**src/rtl/cpbyte_pkg.sv**
```systemverilog
package cpbyte_pkg;
    typedef enum logic [2:0] {
        ST_IDLE,
        ST_GAP,
        ST_SEND,
        ST_WAIT,
        ST_RESP
    } cpb_state_t;

    localparam int DATA_W       = 32;
    localparam int ADDR_W       = 20;
    localparam int SENT_ADDR_W  = 15;
    localparam int WR_REQ_BYTES = 6;
    localparam int RD_REQ_BYTES = 2;
    localparam int WR_RSP_BYTES = 1;
    localparam int RD_RSP_BYTES = 5;
    localparam int MARKER_BIT   = 2;
    localparam logic [1:0] STATUS_ERR = 2'b11;
endpackage

```
**src/rtl/cpbyte_tx_shift.sv**
```systemverilog
module cpbyte_tx_shift #(
    parameter int BYTES = 6,
    localparam int FW = BYTES * 8,
    localparam int CW = $clog2(BYTES + 1)
) (
    input  logic          clk,
    input  logic          rst,
    input  logic          load,
    input  logic [FW-1:0] frame,
    input  logic          shift,
    output logic [7:0]    head,
    output logic [CW-1:0] sent
);
    logic [FW-1:0] sr;

    always_ff @(posedge clk) begin
        if (rst) begin
            sr   <= '0;
            sent <= '0;
        end else if (load) begin
            sr   <= frame;
            sent <= '0;
        end else if (shift) begin
            sr   <= {sr[FW-9:0], 8'h00};
            sent <= sent + 1'b1;
        end
    end

    assign head = sr[FW-1 -: 8];


    sent_bound_chk: assert property (@(posedge clk) disable iff (rst)
        sent <= CW'(BYTES));
endmodule

```
**src/rtl/cpbyte_rx_collect.sv**
```systemverilog
module cpbyte_rx_collect #(
    parameter int BYTES = 5,
    localparam int FW = BYTES * 8,
    localparam int CW = $clog2(BYTES + 1)
) (
    input  logic          clk,
    input  logic          rst,
    input  logic          clear,
    input  logic          take,
    input  logic [7:0]    din,
    output logic [FW-1:0] held,
    output logic [CW-1:0] got
);
    always_ff @(posedge clk) begin
        if (rst || clear) begin
            held <= '0;
            got  <= '0;
        end else if (take) begin
            held <= {held[FW-9:0], din};
            got  <= got + 1'b1;
        end
    end


    got_bound_chk: assert property (@(posedge clk) disable iff (rst)
        got <= CW'(BYTES));
endmodule

```
**src/rtl/cpbyte_timeout.sv**
```systemverilog
module cpbyte_timeout #(
    parameter int LIMIT = 256,
    localparam int CW = (LIMIT > 2) ? $clog2(LIMIT) : 1
) (
    input  logic clk,
    input  logic rst,
    input  logic run,
    output logic expired
);
    logic [CW-1:0] cnt;

    always_ff @(posedge clk) begin
        if (rst || !run) begin
            cnt <= '0;
        end else if (!expired) begin
            cnt <= cnt + 1'b1;
        end
    end

    assign expired = run && (cnt == CW'(LIMIT - 1));


    timer_limit_chk: assert property (@(posedge clk) disable iff (rst)
        cnt <= CW'(LIMIT - 1));
endmodule

```
**src/rtl/cpbyte_master.sv**
```systemverilog
module cpbyte_master
    import cpbyte_pkg::*;
#(
    parameter int TIMEOUT_CYCLES = 256
) (
    input  logic        clk,
    input  logic        rst,
    input  logic        req_wr,
    input  logic        req_rd,
    input  logic [19:0] req_addr,
    input  logic [31:0] req_data,
    output logic        resp_ack,
    output logic [1:0]  resp_status,
    output logic [31:0] resp_data,
    output logic [7:0]  link_tx_data,
    output logic        link_tx_valid,
    output logic        link_dir,
    input  logic [7:0]  link_rx_data,
    input  logic        link_rx_valid
);
    localparam int TX_FW = WR_REQ_BYTES * 8;
    localparam int RX_FW = RD_RSP_BYTES * 8;
    localparam int TX_CW = $clog2(WR_REQ_BYTES + 1);
    localparam int RX_CW = $clog2(RD_RSP_BYTES + 1);

    cpb_state_t state, state_nx;
    logic is_write;
    logic timed_out;
    logic accept;
    logic tx_last;
    logic rx_last;
    logic expired;
    logic [7:0] tx_head;
    logic [TX_CW-1:0] tx_sent;
    logic [RX_FW-1:0] rx_held;
    logic [RX_CW-1:0] rx_got;
    logic [TX_CW-1:0] tx_need;
    logic [RX_CW-1:0] rx_need;
    logic [7:0] status_byte;
    logic unused_addr_hi;

    assign unused_addr_hi = ^req_addr[ADDR_W-1:SENT_ADDR_W];

    assign accept  = (state == ST_IDLE) && (req_wr || req_rd);
    assign tx_need = is_write ? TX_CW'(WR_REQ_BYTES) : TX_CW'(RD_REQ_BYTES);
    assign rx_need = is_write ? RX_CW'(WR_RSP_BYTES) : RX_CW'(RD_RSP_BYTES);
    assign tx_last = (tx_sent == tx_need - 1'b1);
    assign rx_last = link_rx_valid && (rx_got == rx_need - 1'b1);

    cpbyte_tx_shift #(.BYTES(WR_REQ_BYTES)) u_tx (
        .clk   (clk),
        .rst   (rst),
        .load  (accept),
        .frame ({req_wr, req_addr[SENT_ADDR_W-1:0], req_data}),
        .shift (state == ST_SEND),
        .head  (tx_head),
        .sent  (tx_sent)
    );

    cpbyte_rx_collect #(.BYTES(RD_RSP_BYTES)) u_rx (
        .clk   (clk),
        .rst   (rst),
        .clear (accept),
        .take  ((state == ST_WAIT) && link_rx_valid),
        .din   (link_rx_data),
        .held  (rx_held),
        .got   (rx_got)
    );

    cpbyte_timeout #(.LIMIT(TIMEOUT_CYCLES)) u_tmo (
        .clk     (clk),
        .rst     (rst),
        .run     (state == ST_WAIT),
        .expired (expired)
    );

    always_comb begin
        state_nx = state;
        unique case (state)
            ST_IDLE: if (accept) state_nx = ST_GAP;
            ST_GAP:  state_nx = ST_SEND;
            ST_SEND: if (tx_last) state_nx = ST_WAIT;
            ST_WAIT: if (rx_last || expired) state_nx = ST_RESP;
            ST_RESP: state_nx = ST_IDLE;
            default: state_nx = ST_IDLE;
        endcase
    end

    always_ff @(posedge clk) begin
        if (rst) begin
            state     <= ST_IDLE;
            is_write  <= 1'b0;
            timed_out <= 1'b0;
        end else begin
            state <= state_nx;
            if (accept) begin
                is_write  <= req_wr;
                timed_out <= 1'b0;
            end else if (state == ST_WAIT && !rx_last && expired) begin
                timed_out <= 1'b1;
            end
        end
    end

    assign status_byte = rx_held[7:0];

    always_comb begin
        link_tx_valid = (state == ST_SEND);
        link_tx_data  = link_tx_valid ? tx_head : 8'h00;
        link_dir      = (state == ST_WAIT);
        resp_ack      = (state == ST_RESP);
        resp_status   = 2'b00;
        resp_data     = '0;
        if (resp_ack) begin
            if (timed_out || !status_byte[MARKER_BIT]) begin
                resp_status = STATUS_ERR;
            end else begin
                resp_status = status_byte[1:0];
            end
            if (!timed_out && !is_write) begin
                resp_data = rx_held[RX_FW-1:8];
            end
        end
    end


    tx_quiet_when_turned_chk: assert property (@(posedge clk) disable iff (rst)
        link_tx_valid |-> !link_dir);


    gap_before_first_byte_chk: assert property (@(posedge clk) disable iff (rst)
        $rose(link_tx_valid) |-> !$past(link_dir));


    ack_single_pulse_chk: assert property (@(posedge clk) disable iff (rst)
        resp_ack |=> !resp_ack);


    dir_release_with_ack_chk: assert property (@(posedge clk) disable iff (rst)
        $fell(link_dir) |-> resp_ack);


    dir_after_last_byte_chk: assert property (@(posedge clk) disable iff (rst)
        $fell(link_tx_valid) |-> link_dir);
endmodule

```
**config.mk**
```make
export PLATFORM = sky130hd
export DESIGN_NAME = cpbyte_master
export DESIGN_NICKNAME = d
export VERILOG_FILES = /design/src/rtl/cpbyte_pkg.sv /design/src/rtl/cpbyte_tx_shift.sv /design/src/rtl/cpbyte_rx_collect.sv /design/src/rtl/cpbyte_timeout.sv /design/src/rtl/cpbyte_master.sv
export SDC_FILE = /design/constraint.sdc
export NUM_CORES = 1
export LEC_CHECK = 0
export ABC_AREA = 1
export BUFFER_PORTS_ARGS = -buffer_cell sky130_fd_sc_hd__buf_2
export CORE_ASPECT_RATIO = 1.2
export CORE_MARGIN = 2
export CORE_UTILIZATION = 54
export DETAILED_ROUTE_END_ITERATION = 10
export PLACE_DENSITY_LB_ADDON = 0.25
export SYNTH_ARGS = -nofsm -noshare
export SYNTH_HDL_FRONTEND = slang
export SYNTH_SLANG_ARGS = --single-unit
```
**constraint.sdc**
```tcl
create_clock -name clk -period 1.4 [get_ports clk]
set_input_delay 0.35 -clock clk [delete_from_list [all_inputs] [get_ports clk]]
set_output_delay 0.35 -clock clk [all_outputs]
set_load 0.005 [all_outputs]
```
==> results_dict.tcl, run 1 <==
set metrics [dict create \
    diodes 0 \
    vias 6623 \
    utilization_pct 94.3 \
    critPathRequiredTime_ns 1.05 \
    async_flop_share_pct 0 \
    path_buf_inv 4 \
    die_y_um 109 \
    critPathArrivalTime_ns 1.84 \
    setup_viol 152 \
    synth_flop_cell "dfxtp_1" \
    endpoint_kind "primary output" \
    cpMostUsedCell "nor2_4" \
    drive_above_1_share_pct 54.3 \
    ys_warn_count 0 \
    cts_htree_levels 3 \
    die_w_um 91.7 \
    fin_nets 962 \
    cp_max_fo 17 \
    peakVddDrop_uv 1630 \
    grt_start_max_net_pins 50 \
    place_inst 933 \
    critPathTopFamily "simple AND/OR/NAND/NOR gates" \
    crit_end "resp_data[3]" \
    cp-start-kind "register" \
    cts_tree "done" \
    fin_skew_ns 0.0162 \
    synth_edf_count 0 \
    grt.total_usage_pct 34.6 \
    slew_viol_final 0 \
    first_pass_iters 6 \
    cts-buffers-inserted 9 \
    io_buffers 104 \
    outcome "finished, violations left" \
    fill_cells 238 \
    p_leak_nw 3.53 \
    ctsLongestPathBuffers 2 \
    io_pins 110 \
    hpwlAfterDp_mm 7.91 \
    r2r_setup_slack_ns -0.65 \
    wl_per_cell_um 26.8 \
    drt-total-wl_mm 27.2 \
    avgViaCountPerCell 6.51 \
    synth_most_common_cell "nor2_1" \
    synth_nets 784 \
    synth.area.top_cells "dfxtp_1 (43%), nor2_1 (13%), nand2_1 (9.2%)" \
    dp_slack_ns -0.183 \
    synth_area_per_cell_um2 6.99 \
    rr_startpoint "state[0]" \
    worst_slew_pin_slew_ns 0.428 \
    global_route.overflow_total 0 \
    grt_pass1_vias 5631 \
    place_area_um2 5790 \
    syn2layout_area_growth_pct 70.9 \
    p_per_area_nw_per_um2 1950 \
    seq_area_frac_synth_pct 42.9 \
    path_clk_slew_ns 0.12 \
    power.total_mw 16.6 \
    dr.first_iter.drc_count 836 \
    start_util_pct 55.2 \
    grt_pass1_wl_mm 27.2 \
    drcViolationCount 0 \
    rows 38 \
    coreArea_um2 9030 \
    fin_crit_sh_pct 157 \
    worstSetupStartpoint "state[0]" \
    violations "negative setup slack" \
    synth_commonest_cells "nor2_1 (169), nand2_1 (122), inv_1 (108)" \
    syn_inst 714 \
    final_cells 1017 \
    root_buffer "clkbuf_8" \
    netlist_area_um2 4990 \
    die-area_um2 10000 \
    synth_top_area_share_pct 42.9 \
    yosysUniqueCellTypes 29 \
    drv_cap 0 \
    hold_viol_final 0 \
    setup_ws_ns -0.793 \
    hold_path.class "in -> reg" \
    max_freq_mhz 456 \
    slowest_stage "dfxtp_2" \
    rr_worst_depth 11 \
    synth_top_cell_by_area "dfxtp_1" \
    ant_nets 0 \
    crit_cells 7 \
    worstSkewPairLatency_ns 0.42 \
    path_cells "nor2_4 -> inv_2 -> nor2_4 -> buf_12 -> inv_8 -> nor3_1 -> buf_2" \
    antenna_found_initial 0 \
    ys_seq_elements 107 \
    slew_headroom_pct 71.3 \
    cpPeakStageDelay_ns 0.37 \
    rr_endpoint "u_tx.sr[46]" \
    rsz0062_at_grt "yes" \
    critical_path_class "reg -> out" \
    design_area_um2 8520 \
    clkSinkCount 107 \
    place.gp.congestion 0.852 \
    period_minus_slack_ns 2.19 \
]
==> layout by cell type, fill, tap and decap left out, types with 20 or more instances in the layout <==
master,instances
a211oi_2,32
buf_2,102
buf_4,27
buf_6,23
dfxtp_1,104
inv_1,100
nand2_1,66
nand2_2,36
nand2_4,20
nor2_1,81
nor2_2,41
nor2_4,50
o21ai_2,20
==> cell families after synthesis <==
kind of cell    count (synthesis)  synth area share [%]
simple gates                  351                  28.5
buf+inv                       149                  12.7
flops                         107                  42.9
compound gates                100                  14.2
fa+ha+maj                       5                  1.25
xor+xnor                        2                 0.351
==> registers in the layout (all words and copies together) (netlist names) <==
register / cells
is_write: 1
u_tx.sent: 3
u_tmo.cnt: 8
u_tx.sr: 48
state: 3
u_rx.held: 40
timed_out: 1
u_rx.got: 3
==> timing repair <==
action / in CTS / in global routing
setup buffers: 31 / 29
hold buffers: 0 / 0
cloned: 23 / 11
endpoints found under the hold margin: 0 / 0
gates resized for setup: 167 / 294
endpoints found under the setup margin: 127 / 152
pin swaps: 58 / 120
==> worst reg2reg max path: stages (launching register included) <==
cell and delay, ns:
dfxtp_2 0.40, buf_6 0.13, nor2_4 0.04, buf_6 0.13, nand3_4 0.14, buf_12 0.16
clkinv_8 0.08, buf_8 0.16, nand2_2 0.12, o21ai_2 0.14, nor2_2 0.34, nor2_1 0.10
==> metrics by stage <==
step           hold WS [ns]  TNS [ns]
4_1_cts               0.203    -43.68
3_3_place_gp          0.448     -6.15
6_report              0.165    -55.05
5_1_grt               0.167    -59.06
3_5_place_dp          0.455     -8.32
2_1_floorplan         0.437    -0.289
==> cell type report <==
class / instances / area (um^2) / share of cell area [%]
inverters: 110 / 459 / 5.39
flip-flops and latches: 107 / 2150 / 25.2
repair buffers: 204 / 2100 / 24.6
multi-input cells: 458 / 3420 / 40.1
well taps: 120 / 150 / 1.76
repair inverters: 2 / 27.5 / 0.323
clock inverters: 7 / 101 / 1.19
clock buffers: 9 / 124 / 1.45
==> power breakdown <==
group          internal [mW]  switching [mW]
Clock                   1.02            1.25
Combinational           4.51            5.81
Sequential              3.61           0.403
Total                   9.14            7.46
==> metal layers <==
metal,up-vias,wire [um],GRT usage (%)
met4,0,3540,24.3
met2,732,12500,64.7
met5,-,0,0
met3,318,3350,4.73
li1,2570,-,-
met1,3003,7810,35.8
==> how the worst min path moves through the flow <==
stage / start / end / slack, ns / depth (start not counted)
global route: req_data[4] / u_tx.sr[4] / 0.17 / 3
floorplan: u_rx.held[32] / u_rx.held[32] / 0.44 / 2
detailed placement: u_rx.held[36] / u_rx.held[36] / 0.46 / 2
CTS: link_rx_data[2] / u_rx.held[2] / 0.20 / 3
finish: req_data[2] / u_tx.sr[2] / 0.17 / 3
global placement: u_rx.held[34] / u_rx.held[34] / 0.45 / 2
No activity file was read; power rests on OpenSTA's default activity.
==> run 2: changes to the inputs <==
- CELL_PAD_IN_SITES_DETAIL_PLACEMENT: unset -> 1
- CELL_PAD_IN_SITES_GLOBAL_PLACEMENT: unset -> 2
- CORE_UTILIZATION: 54 -> 29
==> results_dict.tcl, run 2 (synthesized netlist as in run 1, its figures left out) <==
set metrics [dict create \
    slew_viol_final 0 \
    drcViolationCount 0 \
    multi_input_area_um2 2640 \
    layout_common_cells "nor2_1 (156), nand2_1 (110), dfxtp_1 (104)" \
    place.gp.congestion 0.769 \
    outcome "finished, violations left" \
    whs_ns 0.240 \
    endpoint_kind "primary output" \
    top_regs "u_tx.sr (48), u_rx.held (40), u_tmo.cnt (8)" \
    grt_start_max_net_pins 51 \
    p_per_area_nw_per_um2 1830 \
    drt-total-wl_mm 16.7 \
    largest_reg_flops 48 \
    critical_path_class "reg -> out" \
    cts_tree "done" \
    hpwlAfterDp_mm 10.6 \
    rr_worst_depth 10 \
    vias 5027 \
    rows 52 \
    antenna_found_initial 0 \
    setup_viol 150 \
    fill_cells 2091 \
    start_util_pct 29.6 \
    global_route.overflow_total 0 \
    io_pins 110 \
    hold-path-cell-count 3 \
    fin_skew_ns 0.00901 \
    cts_htree_levels 3 \
    setup_tns_ns -39.10 \
    grt.total_usage_pct 18.7 \
    max_freq_mhz 536 \
    utilization_pct 45.1 \
    die_w_um 124 \
    ant_nets 0 \
    diodes 0 \
    p_leak_nw 3.27 \
    worst_slew_pin_slew_ns 0.292 \
    hold_path.class "in -> reg" \
    place_inst 1040 \
    cp_max_fo 8 \
    path_clk_slew_ns 0.07 \
    root_buffer "clkbuf_16" \
    worstSkewPairLatency_ns 0.36 \
    grt_pass1_vias 5387 \
    die-area_um2 18300 \
    power.total_mw 13.9 \
    clkSinkCount 107 \
    hold_viol_final 0 \
    syn2layout_area_growth_pct 52.4 \
    die_y_um 148 \
    cp-start-kind "register" \
    cts-buffers-inserted 9 \
    final_common_cell "nor2_1" \
    avgViaCountPerCell 4.57 \
    rsz0062_at_grt "yes" \
    period_minus_slack_ns 1.87 \
    peakVddDrop_uv 867 \
    violations "negative setup slack" \
    coreArea_um2 16900 \
    dr.first_iter.drc_count 145 \
    seqCellArea_um2 2150 \
    setup_ws_ns -0.466 \
    first_pass_iters 4 \
    drive_above_1_share_pct 36.8 \
    ctsLongestPathBuffers 2 \
    drv_cap 0 \
    top_register "u_tx.sr" \
    slew_headroom_pct 80.5 \
    critPathRequiredTime_ns 1.05 \
    fin_crit_sh_pct 133 \
    io_buffers 104 \
    final_cells 1100 \
    fin_nets 950 \
    grt_pass1_wl_mm 26.5 \
    wl_per_cell_um 15.2 \
    critPathArrivalTime_ns 1.52 \
]
run 2: final cells by class:
class | instances | area share [%]
tap | 216 | 3.55
clock inverter | 2 | 0.132
clock buffer | 13 | 3.55
timing repair buffer | 194 | 24.1
sequential | 107 | 28.2
multi-input combinational | 458 | 34.7
inverter | 110 | 5.71
run 2: worst max-delay path, stage by stage (launching register included):
cell     delay [ns]
dfxtp_2        0.33
nor2_2         0.11
inv_2          0.06
nor2_4         0.13
inv_6          0.09
buf_12         0.15
a31oi_1        0.14
buf_2          0.14
run 2: repair_timing:
action | 4_1_cts | 5_1_grt
endpoints found under the setup margin | 104 | 152
gates resized for setup | 130 | 53
endpoints found under the hold margin | 0 | 0
pin swaps | 24 | 20
hold buffers | 0 | 0
gates cloned | 15 | 2
setup buffers | 26 | 9
run 2: path summary, 6_finish.rpt:
| path | from | slack, ns | to |
|---|---|---|---|
| setup reg to reg | state[0] | -0.31 | timed_out |
| hold / removal | link_rx_data[4] | 0.24 | u_rx.held[4] |
| hold reg to reg | u_rx.held[7] | 0.47 | u_rx.held[7] |
| setup / recovery | state[0] | -0.47 | resp_status[0] |
run 2: per-layer routing:
metal / vias up / routed length (um) / track usage (%)
met4: 0 / 200 / 4.43
met2: 80 / 9380 / 35.9
met5: - / 0 / 0
met1: 2391 / 6660 / 21.0
met3: 12 / 464 / 3.05
li1: 2544 / - / -
run 2: per-stage QoR:
stage / setup slack [ns] / instance area (um^2)
floorplan: -0.00985 / 4990
global placement: -0.166 / 6080
detailed placement: -0.187 / 6080
CTS: -0.475 / 7390
global route: -0.528 / 7600
finish: -0.466 / 7600
run 2: power by group:
group	switching [mW]	internal (mW)	total, mW
logic	3.83	3.73	7.56
clock network	1.17	1.34	2.51
registers	0.224	3.61	3.83
==> run 3: changes to the inputs <==
- ABC_AREA: 1 -> unset
- CORE_UTILIZATION: 29 -> 31
==> results_dict.tcl, run 3 <==
set metrics [dict create \
    top_register "u_tx.sr" \
    yosysUniqueCellTypes 37 \
    peakVddDrop_uv 574 \
    max_freq_mhz 496 \
    diodes 0 \
    grt_pass1_vias 4404 \
    seq_power_share_pct 42.6 \
    cts-buffers-inserted 9 \
    crit_cells 6 \
    grt_start_max_net_pins 50 \
    min_from "req_data[3]" \
    ys_seq_elements 107 \
    top_regs "u_tx.sr (48), u_rx.held (40), u_tmo.cnt (8)" \
    slew_headroom_pct 76.8 \
    critPathRequiredTime_ns 1.05 \
    critical_path_class "reg -> out" \
    synth_commonest_cells "nand2_1 (129), dfxtp_1 (107), a21oi_1 (63)" \
    global_route.overflow_total 0 \
    synth_top_area_share_pct 46.6 \
    hold_path.class "in -> reg" \
    avgViaCountPerCell 4.93 \
    hold-path-cell-count 3 \
    critPathArrivalTime_ns 1.67 \
    hold_viol_final 0 \
    root_buffer "clkbuf_16" \
    drv_cap 0 \
    rsz0062_at_grt "yes" \
    vias 4518 \
    final_cells 917 \
    setup_viol 147 \
    cts_htree_levels 3 \
    coreArea_um2 14500 \
    drive_above_1_share_pct 50.3 \
    fin_nets 782 \
    die-area_um2 15800 \
    ys_warn_count 0 \
    synth_most_common_cell "nand2_1" \
    hpwlAfterDp_mm 8.75 \
    period_minus_slack_ns 2.02 \
    rr_worst_depth 10 \
    setup_ws_ns -0.615 \
    dp_slack_ns -0.279 \
    pwr-share-comb_pct 24.1 \
    io_buffers 104 \
    cp_max_fo 16 \
    fin_skew_ns 0.0119 \
    clkSinkCount 107 \
    p_leak_nw 2.82 \
    wl_per_cell_um 18.0 \
    synth_area_per_cell_um2 8.24 \
    synth_flop_cell "dfxtp_1" \
    fin_crit_sh_pct 144 \
    rr_startpoint "state[1]" \
    path_buf_inv 2 \
    antenna_found_initial 0 \
    worst_slew_pin_slew_ns 0.349 \
    p_int_mw 5.59 \
    fill_cells 1636 \
    place_inst 852 \
    switchingPower_mw 2.32 \
    utilization_pct 51.0 \
    layout_common_cells "nand2_1 (119), dfxtp_1 (103), buf_2 (86)" \
    start_util_pct 31.8 \
    dr.first_iter.drc_count 118 \
    path_cells "nor2_4 -> nand2_2 -> nor3_4 -> buf_12 -> and2_1 -> buf_2" \
    path_clk_slew_ns 0.07 \
    slew_viol_final 0 \
    rows 48 \
    io_pins 110 \
    worstSetupStartpoint "state[0]" \
    die_w_um 115 \
    grt.total_usage_pct 17.4 \
    place.gp.congestion 0.728 \
    critPathTopFamily "simple AND/OR/NAND/NOR gates" \
    p_per_area_nw_per_um2 1070 \
    grt_pass1_wl_mm 21.7 \
    endpoint_kind "primary output" \
    cts_tree "done" \
    clkPwrFrac_pct 33.3 \
    ant_nets 0 \
    drt-total-wl_mm 16.5 \
    violations "negative setup slack" \
    netlist_area_um2 4600 \
    synth_nets 628 \
    async_flop_share_pct 0 \
    synth_top_cell_by_area "dfxtp_1" \
    slowest_stage "dfxtp_4" \
    final_common_cell "nand2_1" \
    p_sw_share_pct 29.4 \
    worstSkewPairLatency_ns 0.37 \
    cp-start-kind "register" \
    syn2layout_area_growth_pct 60.6 \
    r2r_setup_slack_ns -0.41 \
    syn_inst 558 \
    die_y_um 137 \
    drcViolationCount 0 \
    cpPeakStageDelay_ns 0.37 \
    first_pass_iters 4 \
    synth.area.top_cells "dfxtp_1 (47%), nand2_1 (11%), a21oi_1 (6.9%)" \
    largest_reg_flops 48 \
    synth_edf_count 0 \
    ctsLongestPathBuffers 2 \
    seq_area_frac_synth_pct 46.6 \
    outcome "finished, violations left" \
]
## run 3: cell types whose count changed after synthesis, sizes merged, moves of 11 or more
cell	previous run	this run
a22oi	0	40
clkbuf	14	31
nor2	172	30
nand3	17	3
a211oi	35	11
inv	109	14
o21ai	37	2
a21oi	23	93
buf	25	14
and2	0	41
nor3	33	9
## run 3: path summary, 6_finish.rpt
| path | to |
|---|---|
| setup / recovery | resp_data[20] |
| hold / removal | u_tx.sr[3] |
| setup reg to reg | u_tx.sr[35] |
| hold reg to reg | u_tx.sr[45] |
## run 3: cell families after synthesis
kind of cell / after synthesis / share of synthesized area [%]
AND/OR/NAND/NOR: 224 / 21.8
AO/OA/AOI/OAI: 153 / 22.4
flip-flops: 107 / 46.6
buffers and inverters: 59 / 5.96
XOR/XNOR: 9 / 1.71
adder cells (fa/ha/maj): 5 / 1.36
multiplexers: 1 / 0.218
## run 3: cell type report
type / instances / area, um^2 / area share (%)
Inverter: 14 / 52.6 / 0.712
Clock buffer: 11 / 233 / 3.15
Sequential cell: 107 / 2150 / 29.2
Clock inverter: 5 / 62.6 / 0.847
Tap cell: 200 / 250 / 3.39
Multi-Input combinational cell: 394 / 2830 / 38.3
Timing Repair Buffer: 186 / 1810 / 24.5
## run 3: stage by stage
step | setup TNS, ns | instance area, um^2 | total power, mW | hold WS [ns]
5_1_grt | -56.65 | 7380 | 8.24 | 0.228
3_5_place_dp | -26.13 | 5560 | 4.52 | 0.446
3_3_place_gp | -23.49 | 5560 | 4.49 | 0.441
4_1_cts | -46.14 | 6280 | 7.39 | 0.213
6_report | -48.14 | 7380 | 7.91 | 0.218
2_1_floorplan | -14.97 | 4670 | 4.11 | 0.432
## run 3: worst reg2reg max path, delay by kind of cell (launching register included)
family                 cells  cell delay, ns
buffers and inverters      7            0.92
flip-flops                 1            0.37
AO/OA/AOI/OAI              2            0.24
AND/OR/NAND/NOR            1            0.14
## run 3: power groups by stage
stage                     logic [mW]  registers [mW]  clock network [mW]
final                           1.91            3.37                2.64
after global routing            2.05            3.39                2.81
after CTS                       1.36            3.35                2.68
after detailed placement        1.12            3.41                   0
after global placement          1.10            3.40                   0
after floorplan                0.748            3.36                   0
## run 3: layer usage
layer  up-vias  wire [um]  global-route usage, %
met4         0        491                   7.76
met5         -          0                      0
met1      2197       6560                   20.2
met3        30        588                   3.70
met2       100       8890                   30.6
li1       2191          -                      -
## run 3: what timing repair did
| action | CTS | global route |
|---|---|---|
| hold buffers | 0 | 0 |
| resized for setup | 57 | 142 |
| setup endpoints to repair | 151 | 152 |
| pin swaps | 34 | 52 |
| endpoints found under the hold margin | 0 | 0 |
| buffers inserted | 13 | 13 |
| cloned | 3 | 25 |
